$ cat config.mk
export PLATFORM = sky130hd
export DESIGN_NAME = bipolar_line_encoder
export DESIGN_NICKNAME = d
export VERILOG_FILES = /design/src/rtl/bipolar_line_encoder.sv
export SDC_FILE = /design/constraint.sdc
export NUM_CORES = 1
export LEC_CHECK = 0
export BUFFER_PORTS_ARGS = -buffer_cell sky130_fd_sc_hd__buf_2
export CAP_MARGIN = 20
export CORE_ASPECT_RATIO = 0.9
export CORE_UTILIZATION = 45
export DETAILED_ROUTE_END_ITERATION = 6
export PLACE_DENSITY_LB_ADDON = 0.15
export SLEW_MARGIN = 15
export SYNTH_ARGS = -nofsm -noshare
export SYNTH_HDL_FRONTEND = slang
export SYNTH_SLANG_ARGS = --single-unit
export TNS_END_PERCENT = 50
$ cat constraint.sdc
create_clock -name clk -period 2.2 [get_ports clk]
set_clock_uncertainty 0.05 [all_clocks]
set_input_delay 0.55 -clock clk [delete_from_list [all_inputs] [get_ports clk]]
set_output_delay 0.55 -clock clk [all_outputs]
set_load 0.01 [all_outputs]
$ cat src/rtl/bipolar_line_encoder.sv
`timescale 1ns/1ps
module bipolar_line_encoder (
  input  logic clk,
  input  logic pwr_dn,
  input  logic code_en,
  input  logic ami_sel,
  input  logic hdb3_sel,
  input  logic alarm_ins,
  input  logic nrz_in,
  output logic pos_out,
  output logic neg_out
);
  localparam int DEPTH   = 8;
  localparam int HDB_RUN = 4;
  localparam logic [1:0] S_ZERO = 2'd0, S_ONE = 2'd1, S_BIP = 2'd2, S_VIOL = 2'd3;

  logic [1:0]       sym_q [DEPTH];
  logic [1:0]       sym_d [DEPTH];
  logic [DEPTH-1:0] vld_q, vld_d;
  logic             last_pol_q, last_pol_d, odd_q, odd_d, pos_d, neg_d;
  logic             z_full, z_half, odd_ahead;
  logic [1:0]       out_sym;
  wire              subst_on = code_en & ~ami_sel;

  function automatic logic par_step(input logic p, input logic v, input logic [1:0] s);
    if (!v || s == S_ZERO) return p;
    if (s == S_VIOL) return 1'b0;
    return ~p;
  endfunction

  always_comb begin
    vld_d    = {vld_q[DEPTH-2:0], 1'b1};
    sym_d[0] = nrz_in ? S_ONE : S_ZERO;
    for (int i = 1; i < DEPTH; i++) sym_d[i] = sym_q[i-1];
    z_full = &vld_d;
    z_half = &vld_d[HDB_RUN-1:0];
    for (int i = 0; i < DEPTH; i++) begin
      if (sym_d[i] != S_ZERO) begin
        z_full = 1'b0;
        if (i < HDB_RUN) z_half = 1'b0;
      end
    end
    odd_d     = par_step(odd_q, vld_q[DEPTH-1], sym_q[DEPTH-1]);
    odd_ahead = odd_d;
    for (int i = DEPTH-1; i >= HDB_RUN; i--) odd_ahead = par_step(odd_ahead, vld_d[i], sym_d[i]);
    if (subst_on && !hdb3_sel && z_full) begin
      sym_d[4] = S_VIOL;
      sym_d[3] = S_BIP;
      sym_d[1] = S_VIOL;
      sym_d[0] = S_BIP;
    end
    if (subst_on && hdb3_sel && z_half) begin
      sym_d[0] = S_VIOL;
      if (!odd_ahead) sym_d[HDB_RUN-1] = S_BIP;
    end
  end

  assign out_sym = alarm_ins ? S_ONE : (vld_q[DEPTH-1] ? sym_q[DEPTH-1] : S_ZERO);

  always_comb begin
    last_pol_d = last_pol_q;
    pos_d      = 1'b0;
    neg_d      = 1'b0;
    if (!code_en && !alarm_ins) begin
      pos_d = (out_sym == S_ONE);
    end else if (out_sym != S_ZERO) begin
      last_pol_d = (out_sym == S_VIOL) ? last_pol_q : ~last_pol_q;
      pos_d      = last_pol_d;
      neg_d      = ~last_pol_d;
    end
  end

  always_ff @(posedge clk) begin
    if (pwr_dn) begin
      for (int i = 0; i < DEPTH; i++) sym_q[i] <= S_ZERO;
      vld_q      <= '0;
      last_pol_q <= 1'b0;
      odd_q      <= 1'b0;
      pos_out    <= 1'b0;
      neg_out    <= 1'b0;
    end else begin
      for (int i = 0; i < DEPTH; i++) sym_q[i] <= sym_d[i];
      vld_q      <= vld_d;
      last_pol_q <= last_pol_d;
      odd_q      <= odd_d;
      pos_out    <= pos_d;
      neg_out    <= neg_d;
    end
  end

  a_r7_exclusive: assert property (@(posedge clk) disable iff (pwr_dn) !(pos_out && neg_out));
  a_r6_alarm_pulse: assert property (@(posedge clk) disable iff (pwr_dn) alarm_ins |=> (pos_out ^ neg_out));
  a_r2_no_neg: assert property (@(posedge clk) disable iff (pwr_dn) (!code_en && !alarm_ins) |=> !neg_out);
  a_r8_quiet: assert property (@(posedge clk) pwr_dn |=> (!pos_out && !neg_out));
endmodule

==> impl_metrics.yaml, run 1 <==
timing:
  slew_viol_final: 0
  finalWorstSetupSlack_ps: 161
  rsz0062_at_grt: "false"
  hold_viol_final: 0
  finalSetupTns_ps: 0
  relSlewSlack: 0.697
  whs_ps: 403
  tightest_slew_ps: 454
  setup-violations-final: 0
  fin_crit_ps: 2040
  fin_crit_sh: 0.927
  max_freq_ghz: 0.490
die:
  die_area_um2: 2910
  core_area_um2: 2510
  die_h_um: 51.3
  rows: 17
  dieWidth_um: 56.8
  pin_count: 9
  start_util: 0.485
detailed_routing:
  drc: 0
  drtAntennaViolNets: 0
  wl_per_cell_um: 12.7
  drt_first_iter_violations: 29
  drtPass1Iterations: 4
  via_count: 920
  vias_per_cell: 5.51
  finalWirelength_um: 2120
power_and_ir_drop:
  peakVddDrop_uv: 521
  p_seq_frac: 0.684
  intPower_uw: 601
  p_leak_uw: 0.000486
  clkPwrFrac: 0.261
  p_sw_frac: 0.220
  p_per_area_nw_per_um2: 588
  switchingPower_uw: 170
  pwr-share-comb: 0.056
place:
  dp_hpwl_um: 1530
  place_ws_ps: 147
  gp_congestion: 0.799
  port_buffers: 8
  dp.cells: 164
final_layout:
  antenna_cells: 0
  fin_cells: 167
  fillers: 233
  syn_to_final_growth_pct: 7.72
  final_layout_size_suffix_gt1_frac: 0.165
  regArea_um2: 568
  multiInputGateArea_um2: 618
  nNetsFinal: 148
  final_cell_mix: "24 x dfxtp_1, 18 x nor2b_1, 11 x nand2_1"
  layout_commonest_cell: "dfxtp_1"
clocking:
  cts.sinks: 28
  insertion_delay_ps: 320
  htree_levels: 1
  clock-root-buffer: "clkbuf_4"
  clkTransAtPathRegs_ps: 140
  clk_path_buf_depth: 2
  postCtsSetupRepairBufs: 0
  cts_made_buffers: 3
  cts_tree: "built"
global_route:
  grt-ovfl-total: 0
  antenna_found_initial: 0
  grt_usage: 0.170
  grt_pass1_wl_um: 3770
  grt_max_degree: 28
  grt_pass1_vias: 896
outcome:
  status: "finished clean"
logic_synthesis:
  synth.area.top_cells: "dfxtp_1 46%, nor2b_1 9.3%, a21oi_1 3.7%, nand2_1 3.4%, o21ai_0 2.9%"
  avgSynthCellArea_um2: 9.21
  syn_inst: 132
  async_flop_share: 0
  ys_warn_count: 0
  synth_seq_area_share: 0.461
  ys_types: 37
  yosys_register_bits: 28
  synth_edf_count: 0
  synth_top_area_cell: "dfxtp_1"
  synth_top_area_frac: 0.461
  syn_nets: 139
  synth_ff_type: "dfxtp_1"
  syn_area_um2: 1220
worst_hold_path:
  hp-class: "flop to flop"
  hold_depth: 1
critical_path:
  rrSetupSlack_ps: 160
  crit_required_ps: 2390
  cp_slowest_cell: "or4_4"
  reg2reg_depth: 6
  cp-start-kind: "flop"
  crit_path_cell_trace: "and4bb_1 -> or4_4 -> mux2i_1 -> o211ai_1 -> a211oi_2 -> a311oi_1"
  critPathKind: "flop to flop"
  worstPathArrival_ps: 2230
  slowest_delay_ps: 570
  cp_max_fo: 9
  end_kind: "flop"
job:
  maxCapViolations: 0
-- path summary, 6_finish.rpt --
kind / from / to
setup / recovery: sym_q[1][7] / sym_q[0][7]
hold / removal: sym_q[0][4] / sym_q[0][6]
setup reg to reg: sym_q[1][7] / sym_q[0][7]
hold reg to reg: sym_q[0][4] / sym_q[0][6]
-- sequential cells by signal, indices dropped and copies added (netlist names) --
register,count
last_pol_q,1
pos_out,1
odd_q,1
neg_out,1
sym_q,16
vld_q,8
-- cell usage after synthesis, types with 2 or more instances --
master / number
nor3b_1: 2
nor4b_1: 3
mux2i_1: 2
nor2b_1: 18
dfxtp_1: 28
xor2_1: 4
a21oi_1: 9
nor2_1: 6
nor4bb_1: 2
o211ai_1: 2
inv_1: 7
nand2_1: 11
nand3_1: 3
clkbuf_1: 2
xnor2_1: 2
o21ai_0: 7
nand2b_1: 2
buf_6: 2
a211oi_1: 2
-- area by class of cell --
type                            count  share of cell area
Timing Repair Buffer                8              0.0306
Inverter                            7              0.0201
Clock buffer                        3              0.0172
Tap cell                           28              0.0267
Sequential cell                    28               0.434
Multi-Input combinational cell     93               0.472
-- metrics by stage --
stage | power (uW) | instance area, um2 | util
finish | 770 | 1310 | 0.522
global route | 808 | 1310 | 0.522
CTS | 789 | 1280 | 0.511
detailed placement | 582 | 1260 | 0.502
global placement | 581 | 1260 | 0.502
floorplan | 565 | 1220 | -
-- per-layer routing --
layer / up-vias / routed length, um / track usage
li1: 475 / - / -
met1: 427 / 1020 / 0.197
met2: 12 / 978 / 0.296
met3: 6 / 72 / 0.0608
met4: 0 / 43 / 0.0528
met5: - / 0 / 0
-- kinds of logic (layout without fill, tap and decap cells) --
group                     count (synthesis)  after routing  synth area share
AOI/OAI and AO/OA                        29             29             0.155
xor gates and xnor gates                  6              6            0.0432
buffers and inverters                    11             18            0.0463
DFF                                      28             28             0.461
muxes                                     3              3            0.0257
and+or+nand+nor                          55             55             0.269
-- worst max-delay path: cells and delay by family, from the launching register on --
| kind | cells | cell delay (ps) |
|---|---|---|
| AND/OR/NAND/NOR | 2 | 800 |
| AO/OA/AOI/OAI | 3 | 560 |
| flip-flops | 1 | 400 |
| multiplexers | 1 | 140 |
-- power groups by stage --
stage / sequential (uW) / combinational [uW] / clock, uW
floorplan: 538 / 27.7 / 0
global placement: 538 / 42.4 / 0
detailed placement: 539 / 42.7 / 0
CTS: 528 / 43.0 / 218
global route: 529 / 49.4 / 230
finish: 527 / 42.9 / 201
-- timing repair --
action,in CTS,in global routing
hold buffers,0,0
endpoints found under the setup margin,0,1
endpoints found under the hold margin,0,0
resized for setup,0,8
(Power assumes the default switching activity.)
==> inputs of run 2 (changes only) <==
Settings changed: ABC_AREA set to 1, CORE_UTILIZATION 45 to 50.
==> impl_metrics.yaml, run 2 <==
power_and_ir_drop:
  p_leak_uw: 0.000516
  total_power_uw: 885
  p_per_area_nw_per_um2: 728
  peakVddDrop_uv: 462
logic_synthesis:
  synth_top_area_frac: 0.513
  syn_nets: 152
  syn_area_um2: 1090
  yosys-top-cells-count: "29 x nor2_1, 28 x dfxtp_1, 23 x nand2_1, 22 x inv_1, 12 x nand3_1"
  synth_top_area_cell: "dfxtp_1"
  synth_seq_area_share: 0.513
  syn_inst: 145
  synth_edf_count: 0
  synth.area.top_cells: "dfxtp_1 51%, nor2_1 10%, nand2_1 7.9%, inv_1 7.6%, nand3_1 5.5%"
  avgSynthCellArea_um2: 7.53
  ys_types: 19
  synth_ff_type: "dfxtp_1"
  yosys_register_bits: 28
  yosysMostFrequentCell: "nor2_1"
  async_flop_share: 0
  ys_warn_count: 0
critical_path:
  cp-start-kind: "flop"
  cp_max_fo: 2
  worstPathArrival_ps: 1690
  crit_required_ps: 2430
  critPathKind: "flop to flop"
  rrSetupSlack_ps: 730
  end_kind: "flop"
final_layout:
  regMostFlops: "sym_q"
  layout_commonest_cell: "nor2_1"
  antenna_cells: 0
  reg.largest.list: "sym_q x16, vld_q x8"
  nNetsFinal: 164
  largest_reg_flops: 16
  final_layout_size_suffix_gt1_frac: 0.154
  final_cell_area_um2: 1220
  syn_to_final_growth_pct: 11.3
  final_cell_mix: "29 x nor2_1, 28 x dfxtp_1, 23 x nand2_1"
clocking:
  clkTransAtPathRegs_ps: 140
  htree_levels: 1
  clk_path_buf_depth: 2
  insertion_delay_ps: 330
  cts.sinks: 28
  cts_tree: "built"
  postCtsSetupRepairBufs: 0
  ctsHoldBuffers: 0
  clock-root-buffer: "clkbuf_4"
  cts.repair.resized: 0
  cts_made_buffers: 3
timing:
  relSlewSlack: 0.693
  hold_viol_final: 0
  setup-violations-final: 0
  finalWorstSetupSlack_ps: 733
  max_freq_ghz: 0.681
  rsz0062_at_grt: "false"
  tightest_slew_ps: 457
  finalSetupTns_ps: 0
  slew_viol_final: 0
  fin_crit_sh: 0.667
  whs_ps: 383
  fin_crit_ps: 1470
die:
  die_area_um2: 2380
  rows: 15
  core_area_um2: 1990
  dieWidth_um: 51.3
  die_h_um: 46.3
  pin_count: 9
  start_util: 0.549
global_route:
  antenna_found_initial: 0
  grt_pass1_wl_um: 3060
  grt-ovfl-total: 0
  grt_max_degree: 24
  grt_pass1_vias: 739
  grt_usage: 0.181
detailed_routing:
  drtPass1Iterations: 4
  vias_per_cell: 4.75
  wl_per_cell_um: 10.1
  drt_first_iter_violations: 10
  drc: 0
  finalWirelength_um: 1820
  via_count: 859
  drtAntennaViolNets: 0
outcome:
  status: "finished clean"
place:
  placed_area_um2: 1160
  dp_hpwl_um: 1450
  gp_congestion: 0.772
  place_ws_ps: 463
  port_buffers: 8
worst_hold_path:
  hp-class: "flop to flop"
job:
  maxCapViolations: 0
run 2: cell count changes in the layout (fill, tap and decap cells not counted), moves of 4 or more:
cell / change
dfxtp_1: +4
nor2b_1: -18
inv_1: +15
nand2_1: +12
nor2_1: +23
nand3_1: +9
nand2_2: +4
o21ai_0: -5
run 2: through the flow:
step           instances  utilization
2_1_floorplan        145            -
3_3_place_gp         177        0.585
3_5_place_dp         177        0.585
4_1_cts              181        0.611
5_1_grt              181        0.611
6_report             181        0.611
run 2: cells by family after synthesis:
| kind of cell | Yosys count | share of synthesized area |
|---|---|---|
| XOR/XNOR | 1 | 0.00802 |
| AO/OA/AOI/OAI | 11 | 0.0538 |
| flip-flops | 28 | 0.513 |
| AND/OR/NAND/NOR | 79 | 0.336 |
| buffers and inverters | 26 | 0.0894 |
run 2: path summary, 6_finish.rpt:
path / start / endpoint / depth (start not counted)
worst min-delay path: sym_q[0][4] / sym_q[0][6] / 2
worst max-delay path: vld_q[2] / sym_q[0][7] / 8
worst max register to register: vld_q[2] / sym_q[0][7] / 8
worst min register to register: sym_q[0][4] / sym_q[0][6] / 2
run 2: final cells by class:
class                           instances  area [um2]
Fill cell                             196         773
Clock inverter                          1        30.0
Multi-Input combinational cell         91         434
Tap cell                               25        31.3
Sequential cell                        28         561
Inverter                               24        90.1
Timing Repair Buffer                    9        47.5
Clock buffer                            3        22.5
run 2: routing by layer:
layer / vias to the layer above / global-route usage / routed length, um
li1: 474 / - / -
met1: 369 / 0.226 / 932
met2: 14 / 0.297 / 809
met3: 2 / 0.0594 / 66
met4: 0 / 0.0649 / 15
met5: - / 0 / 0
run 2: critical path: stages (launching register included):
cell and delay [ps]:
dfxtp_1 330, inv_1 50, nor2_1 120, nand4_1 90, nor2_1 120, inv_2 70, nor4_1 350, nor2_1 100
a21oi_2 140
run 2: report_power, final:
group	internal, uW	switching, uW
Sequential	517	4.43
Clock	184	140
Combinational	14.0	24.9
